`src/rtl/pwrdn_pkg.sv`:
```
package pwrdn_pkg;

  typedef enum logic [2:0] {
    ST_PG   = 3'd0,
    ST_LOCK = 3'd1,
    ST_WAKE = 3'd2,
    ST_RUN  = 3'd3,
    ST_PARK = 3'd4,
    ST_OFF  = 3'd5
  } seq_state_t;

  typedef enum logic [1:0] {
    LM_HOLD = 2'd0,
    LM_WAKE = 2'd1,
    LM_RUN  = 2'd2,
    LM_PARK = 2'd3
  } lane_mode_t;

endpackage

```
`src/rtl/pwrdn_sync.sv`:
```
module pwrdn_sync #(
  parameter int   W       = 1,
  parameter logic RST_VAL = 1'b0
) (
  input  logic         clk,
  input  logic         arst_n,
  input  logic [W-1:0] d,
  output logic [W-1:0] q
);
  logic [W-1:0] meta_q;

  always_ff @(posedge clk or negedge arst_n) begin
    if (!arst_n) begin
      meta_q <= {W{RST_VAL}};
      q      <= {W{RST_VAL}};
    end else begin
      meta_q <= d;
      q      <= meta_q;
    end
  end
endmodule

```
`src/rtl/pwrdn_ctrl.sv`:
```
module pwrdn_ctrl
  import pwrdn_pkg::*;
#(
  parameter int LOCK_TMO = 40,
  parameter int WAKE_CYC = 2,
  parameter int PARK_MAX = 8
) (
  input  logic       clk,
  input  logic       rst_n,
  input  logic       pin_s,
  input  logic       pll_lock,
  input  logic       all_parked,
  output lane_mode_t lane_mode,
  output logic       force_park,
  output logic       pll_en
);
  localparam int CMAX0 = (LOCK_TMO > PARK_MAX) ? LOCK_TMO : PARK_MAX;
  localparam int CMAX  = (CMAX0 > WAKE_CYC) ? CMAX0 : WAKE_CYC;
  localparam int CW    = $clog2(CMAX + 1);

  seq_state_t    st_q, st_n;
  logic [CW-1:0] cnt_q, cnt_n;
  logic          pin_d_q;
  logic          pd_req;
  logic          pll_en_n;
  logic          cnt_en;

  // request accepted only after two consecutive low samples
  assign pd_req = ~pin_s & ~pin_d_q;

  always_comb begin
    st_n = st_q;
    unique case (st_q)
      ST_PG:   if (pin_s) st_n = ST_LOCK;
      ST_LOCK: begin
        if (pd_req) st_n = ST_OFF;
        else if (pll_lock || (cnt_q == CW'(LOCK_TMO - 1))) st_n = ST_WAKE;
      end
      ST_WAKE: if (cnt_q == CW'(WAKE_CYC - 1)) st_n = ST_RUN;
      ST_RUN:  if (pd_req) st_n = ST_PARK;
      ST_PARK: if (all_parked) st_n = ST_OFF;
      ST_OFF:  if (pin_s) st_n = ST_LOCK;
      default: st_n = ST_PG;
    endcase
  end

  assign cnt_en = (st_q == ST_LOCK) || (st_q == ST_WAKE) || (st_q == ST_PARK);

  always_comb begin
    cnt_n = cnt_q;
    if (st_n != st_q)                       cnt_n = '0;
    else if (cnt_en && (cnt_q != CW'(CMAX))) cnt_n = cnt_q + 1'b1;
  end

  assign pll_en_n = (st_n == ST_LOCK) || (st_n == ST_WAKE) ||
                    (st_n == ST_RUN)  || (st_n == ST_PARK);

  always_comb begin
    unique case (st_q)
      ST_WAKE: lane_mode = LM_WAKE;
      ST_RUN:  lane_mode = LM_RUN;
      ST_PARK: lane_mode = LM_PARK;
      default: lane_mode = LM_HOLD;
    endcase
  end

  assign force_park = (st_q == ST_PARK) && (cnt_q >= CW'(PARK_MAX - 1));

  always_ff @(posedge clk or negedge rst_n) begin
    if (!rst_n) begin
      st_q    <= ST_PG;
      cnt_q   <= '0;
      pin_d_q <= 1'b0;
      pll_en  <= 1'b0;
    end else begin
      st_q    <= st_n;
      cnt_q   <= cnt_n;
      pin_d_q <= pin_s;
      pll_en  <= pll_en_n;
    end
  end
endmodule

```
`src/rtl/pwrdn_se_lane.sv`:
```
module pwrdn_se_lane
  import pwrdn_pkg::*;
(
  input  logic       clk,
  input  logic       rst_n,
  input  lane_mode_t mode,
  input  logic       force_park,
  input  logic       clk_in,
  output logic       clk_out,
  output logic       parked
);
  logic prev_q;
  logic fall;
  logic parked_n;
  logic out_n;

  assign fall = prev_q & ~clk_in;

  always_comb begin
    unique case (mode)
      LM_RUN:  parked_n = 1'b0;
      LM_PARK: parked_n = parked | fall | force_park;
      default: parked_n = 1'b1;
    endcase
    out_n = parked_n ? 1'b0 : clk_in;
  end

  always_ff @(posedge clk or negedge rst_n) begin
    if (!rst_n) begin
      prev_q  <= 1'b0;
      parked  <= 1'b1;
      clk_out <= 1'b0;
    end else begin
      prev_q  <= clk_in;
      parked  <= parked_n;
      clk_out <= out_n;
    end
  end
endmodule

```
`src/rtl/pwrdn_diff_lane.sv`:
```
module pwrdn_diff_lane
  import pwrdn_pkg::*;
(
  input  logic       clk,
  input  logic       rst_n,
  input  lane_mode_t mode,
  input  logic       force_park,
  input  logic       tri_mode,
  input  logic       clk_in,
  output logic       t_out,
  output logic       c_out,
  output logic       t_oe,
  output logic       c_oe,
  output logic       parked
);
  logic prev_q;
  logic c_fall;
  logic parked_n;
  logic t_n, c_n, toe_n, coe_n;

  // complement leg falls when the true input rises
  assign c_fall = ~prev_q & clk_in;

  always_comb begin
    unique case (mode)
      LM_RUN:  parked_n = 1'b0;
      LM_PARK: parked_n = parked | c_fall | force_park;
      default: parked_n = 1'b1;
    endcase
    if (mode == LM_WAKE) begin
      t_n = 1'b1; toe_n = 1'b1; c_n = 1'b0; coe_n = 1'b0;
    end else if (parked_n) begin
      t_n = ~tri_mode; toe_n = ~tri_mode; c_n = 1'b0; coe_n = 1'b0;
    end else begin
      t_n = clk_in; toe_n = 1'b1; c_n = ~clk_in; coe_n = 1'b1;
    end
  end

  always_ff @(posedge clk or negedge rst_n) begin
    if (!rst_n) begin
      prev_q <= 1'b0;
      parked <= 1'b1;
      t_out  <= 1'b0;
      c_out  <= 1'b0;
      t_oe   <= 1'b0;
      c_oe   <= 1'b0;
    end else begin
      prev_q <= clk_in;
      parked <= parked_n;
      t_out  <= t_n;
      c_out  <= c_n;
      t_oe   <= toe_n;
      c_oe   <= coe_n;
    end
  end
endmodule

```
`src/rtl/pwrdn_seq.sv`:
```
module pwrdn_seq
  import pwrdn_pkg::*;
#(
  parameter int N_SE     = 3,
  parameter int N_DIFF   = 3,
  parameter int LOCK_TMO = 40,
  parameter int WAKE_CYC = 2,
  parameter int PARK_MAX = 8
) (
  input  logic              clk,
  input  logic              rst_n,
  input  logic              pg_pd_pin,
  input  logic              pll_lock,
  input  logic [N_DIFF-1:0] drv_mode,
  input  logic [N_SE-1:0]   se_clk_in,
  input  logic [N_DIFF-1:0] diff_clk_in,
  output logic              pll_osc_en,
  output logic [N_SE-1:0]   se_clk_out,
  output logic [N_DIFF-1:0] diff_t_out,
  output logic [N_DIFF-1:0] diff_c_out,
  output logic [N_DIFF-1:0] diff_t_oe,
  output logic [N_DIFF-1:0] diff_c_oe
);
  logic              rst_sync_n;
  logic              pin_s;
  lane_mode_t        lane_mode;
  logic              force_park;
  logic [N_SE-1:0]   se_parked;
  logic [N_DIFF-1:0] diff_parked;
  logic              all_parked;

  pwrdn_sync #(.W(1), .RST_VAL(1'b0)) u_rst_sync (
    .clk(clk), .arst_n(rst_n), .d(1'b1), .q(rst_sync_n)
  );

  pwrdn_sync #(.W(1), .RST_VAL(1'b0)) u_pin_sync (
    .clk(clk), .arst_n(rst_sync_n), .d(pg_pd_pin), .q(pin_s)
  );

  assign all_parked = (&se_parked) & (&diff_parked);

  pwrdn_ctrl #(
    .LOCK_TMO(LOCK_TMO), .WAKE_CYC(WAKE_CYC), .PARK_MAX(PARK_MAX)
  ) u_ctrl (
    .clk(clk), .rst_n(rst_sync_n), .pin_s(pin_s), .pll_lock(pll_lock),
    .all_parked(all_parked), .lane_mode(lane_mode),
    .force_park(force_park), .pll_en(pll_osc_en)
  );

  for (genvar gi = 0; gi < N_SE; gi++) begin : g_se
    pwrdn_se_lane u_lane (
      .clk(clk), .rst_n(rst_sync_n), .mode(lane_mode),
      .force_park(force_park), .clk_in(se_clk_in[gi]),
      .clk_out(se_clk_out[gi]), .parked(se_parked[gi])
    );
  end

  for (genvar gd = 0; gd < N_DIFF; gd++) begin : g_diff
    pwrdn_diff_lane u_lane (
      .clk(clk), .rst_n(rst_sync_n), .mode(lane_mode),
      .force_park(force_park), .tri_mode(drv_mode[gd]),
      .clk_in(diff_clk_in[gd]),
      .t_out(diff_t_out[gd]), .c_out(diff_c_out[gd]),
      .t_oe(diff_t_oe[gd]), .c_oe(diff_c_oe[gd]),
      .parked(diff_parked[gd])
    );
  end
endmodule

```
`config.mk`:
```
export PLATFORM = sky130hd
export DESIGN_NAME = pwrdn_seq
export DESIGN_NICKNAME = d
export VERILOG_FILES = /design/src/rtl/pwrdn_pkg.sv /design/src/rtl/pwrdn_sync.sv /design/src/rtl/pwrdn_ctrl.sv /design/src/rtl/pwrdn_se_lane.sv /design/src/rtl/pwrdn_diff_lane.sv /design/src/rtl/pwrdn_seq.sv
export SDC_FILE = /design/constraint.sdc
export NUM_CORES = 1
export LEC_CHECK = 0
export ABC_AREA = 1
export CORE_MARGIN = 3
export CORE_UTILIZATION = 55
export DETAILED_ROUTE_END_ITERATION = 6
export HOLD_SLACK_MARGIN = 0.02
export PLACE_DENSITY = 0.91
export SYNTH_ARGS = -nofsm -noshare
export SYNTH_HDL_FRONTEND = slang
export SYNTH_SLANG_ARGS = --single-unit
export TNS_END_PERCENT = 50
```
`constraint.sdc`:
```
create_clock -name clk -period 3.1 [get_ports clk]
set_input_delay 0.465 -clock clk [delete_from_list [all_inputs] [get_ports clk]]
set_output_delay 0.465 -clock clk [all_outputs]
set_load 0.03 [all_outputs]
```
==> qor.yml <==
r2r_end: "g_diff[2].u_lane.t_out"
critical_path_cell_sequence: "clkdlybuf4s50_1"
synth_seq_area_share: 0.5614
critPathKind: "register to output pin"
post_cts.resized_instances: 0
count_of_vias_placed_by_the_detailed_router: 1364
netlist-cell-type-count: 22
number_of_storage_elements_in_the_synthesis_netlist: 42
grt_antenna_before_repair: 0
finalSetupViolCount: 0
num_io_pins: 29
netlist.area_leader.share: 0.4778
path_buf_inv: 1
placed_cell_area_um2: 2116
cp_data_required_time_ns: 2.63
clock_sinks: 42
post_synth_instance_area_um2: 1886
ant_nets: 0
postSynthNetCount: 229
route.final.wire_length_mm: 3.291
drv.max_cap_violation_count: 0
post_synth_inst_count: 213
cp-startpoint: "g_diff[0].u_lane.t_oe"
grt_overflow_total: 0
p_per_area_nw_per_um2: 919.4
cts_post_setup_buffers_inserted: 0
report.final.slew_viol_count: 0
hpwl_mm: 2.613
layout-area-overhead-vs-synth_pct: 16.39
r2r-start: "u_ctrl.st_q[2]"
cts_buffers: 5
cts_hold_repair.buffers: 0
register_to_register_path_depth: 8
final.period_utilization: 0.5950
place_inst: 271
floorplan.core_area_um2: 3153
result_of_the_run: "complete, no violations"
finClkSkew_ns: 0.008788
initial_core_util: 0.5980
die_y_um: 64.55
layoutNonFillerInstCount: 279
layout_common_cells: "40 x sky130_fd_sc_hd__nand2_1, 36 x sky130_fd_sc_hd__dfrtp_1, 33 x sky130_fd_sc_hd__inv_1"
viasPerCell: 4.889
worst_hold_class: "input port to async pin"
tritoncts: "done"
worst_ep_arrival_time_ns: 1.38
clk_transition_reported_paths_ns: 0.12
avgSynthCellArea_um2: 8.852
min_cycle_time_layout_ns: 1.844
timing.final.hold_violations: 0
cts.htree.levels: 2
die_width_um: 64.55
startpoint_kind_of_the_worst_setup_timing_path: "register"
grt_use_total: 0.1849
layout.cells.most_common: "sky130_fd_sc_hd__nand2_1"
timing.critical_path.max_delay_family: "buffers and inverters"
finalWeightedCongestion: 0.8365
design_power_total_uw: 2018
preCtsSetupSlack_ns: 1.287
clkLatencyLatePin_ns: 0.35
drt-wirelength-per-cell_um: 11.80
cts_root_buf: "sky130_fd_sc_hd__clkbuf_4"
timing.fmax_ghz: 0.5422
design_area_um2: 2195
rsz0062_at_grt: "no"
fin_setup_tns_ns: 0
n_antenna_cell: 0
clock_tree.buffer_depth: 2
detailedRoute.firstPassIterationCount: 4
vdd_ir_drop_max_mv: 0.5269
crit_path_top_delay_cell: "sky130_fd_sc_hd__clkdlybuf4s50_1"
design.final.nets: 250
fp-row-count: 20
synth.yosys.warnings: 0
power_leakage_uw: 0.001140
reg2reg_slack_ns: 1.53
largest_net_degree_at_the_start_of_global_routing: 41
critPathCaptureType: "output pin"
synth_area_leader_cell: "sky130_fd_sc_hd__dfrtp_1"
grt_pass1_wl_mm: 5.885
layout_setup_ws_ns: 1.256
port_buffers: 28
drcViolationCount: 0
drive_above_1_share: 0.1106
cp_max_fo: 1
synth_area_leaders: "sky130_fd_sc_hd__dfrtp_1 48%, sky130_fd_sc_hd__dfstp_2 8.4%, sky130_fd_sc_hd__nand2_1 8.0%, sky130_fd_sc_hd__inv_1 6.6%, sky130_fd_sc_hd__buf_4 6.0%"
first_iter_violations: 103
die_area_um2: 4167
first_global_vias: 1327
worst_path_largest_cell_delay_ns: 0.68
## cell families (layout without fill, tap and decap cells)
kind of cell | Yosys count | count (layout) | share of synthesized area
flip-flops | 42 | 42 | 0.5614
AO/OA/AOI/OAI | 16 | 16 | 0.04512
other | 1 | 1 | 0.001989
XOR/XNOR | 2 | 2 | 0.009292
adder cells (fa/ha/maj) | 3 | 3 | 0.01991
buffers and inverters | 51 | 73 | 0.1314
AND/OR/NAND/NOR | 98 | 98 | 0.2309
## layer usage
layer / vias to the layer above / share of wire / GRT usage
met2: 34 / 0.52 / 0.3247
met3: 6 / 0.039 / 0.04679
met4: 0 / 0.013 / 0.06332
met1: 640 / 0.43 / 0.2203
li1: 684 / - / -
met5: - / 0 / 0
## worst max-delay path by stage
stage	endpoint	slack, ns	cells past startpoint
2_1_floorplan	u_ctrl.cnt_q[4]	1.73	7
3_3_place_gp	g_diff[1].u_lane.t_out	1.42	8
3_5_place_dp	g_diff[1].u_lane.t_out	1.29	8
4_1_cts	diff_t_oe[0]	1.23	1
5_1_grt	diff_t_oe[0]	1.19	1
6_report	diff_t_oe[0]	1.26	1
## cell usage after synthesis (all sizes together)
library cell,instances
nand2,44
dfrtp,36
inv,36
nor2,30
nand3,21
buf,15
a21oi,7
o21ai,7
dfstp,6
ha,3
nand4,2
xor2,2
conb,1
nor3,1
o211ai,1
o21bai,1
## metrics by stage
stage                     utilization  hold slack [ns]
after global placement         0.6710           0.3003
after detailed placement       0.6710           0.3129
after CTS                      0.6960           0.2515
final                          0.6960           0.2580
after floorplan                     -           0.1694
after global routing           0.6960           0.2500
## state kept, by name (all words and copies together), names as in the netlist, 3 cells and up
| name | flops |
|---|---|
| g_diff.u_lane.t_out | 3 |
| g_se.u_lane.prev_q | 3 |
| g_diff.u_lane.prev_q | 3 |
| u_ctrl.st_q | 3 |
| g_diff.u_lane.c_out | 3 |
| g_diff.u_lane.c_oe | 3 |
| u_ctrl.cnt_q | 6 |
| g_se.u_lane.parked | 3 |
| g_se.u_lane.clk_out | 3 |
| g_diff.u_lane.t_oe | 3 |
| g_diff.u_lane.parked | 3 |
## where the power goes
part           internal, uW  switching, uW
Sequential              710           89.2
Combinational           317            563
Clock                   170            169
Total                  1200            821
## cell type report
type / count / area [um^2]
flip-flops and latches: 42 / 1059
multi-input cells: 120 / 579.3
repair buffers: 29 / 287.8
fillers: 245 / 958.4
clock buffers: 6 / 41.29
well taps: 44 / 55.05
clock inverters: 2 / 37.54
inverters: 36 / 135.1
Power figures use the tool's default switching activity.
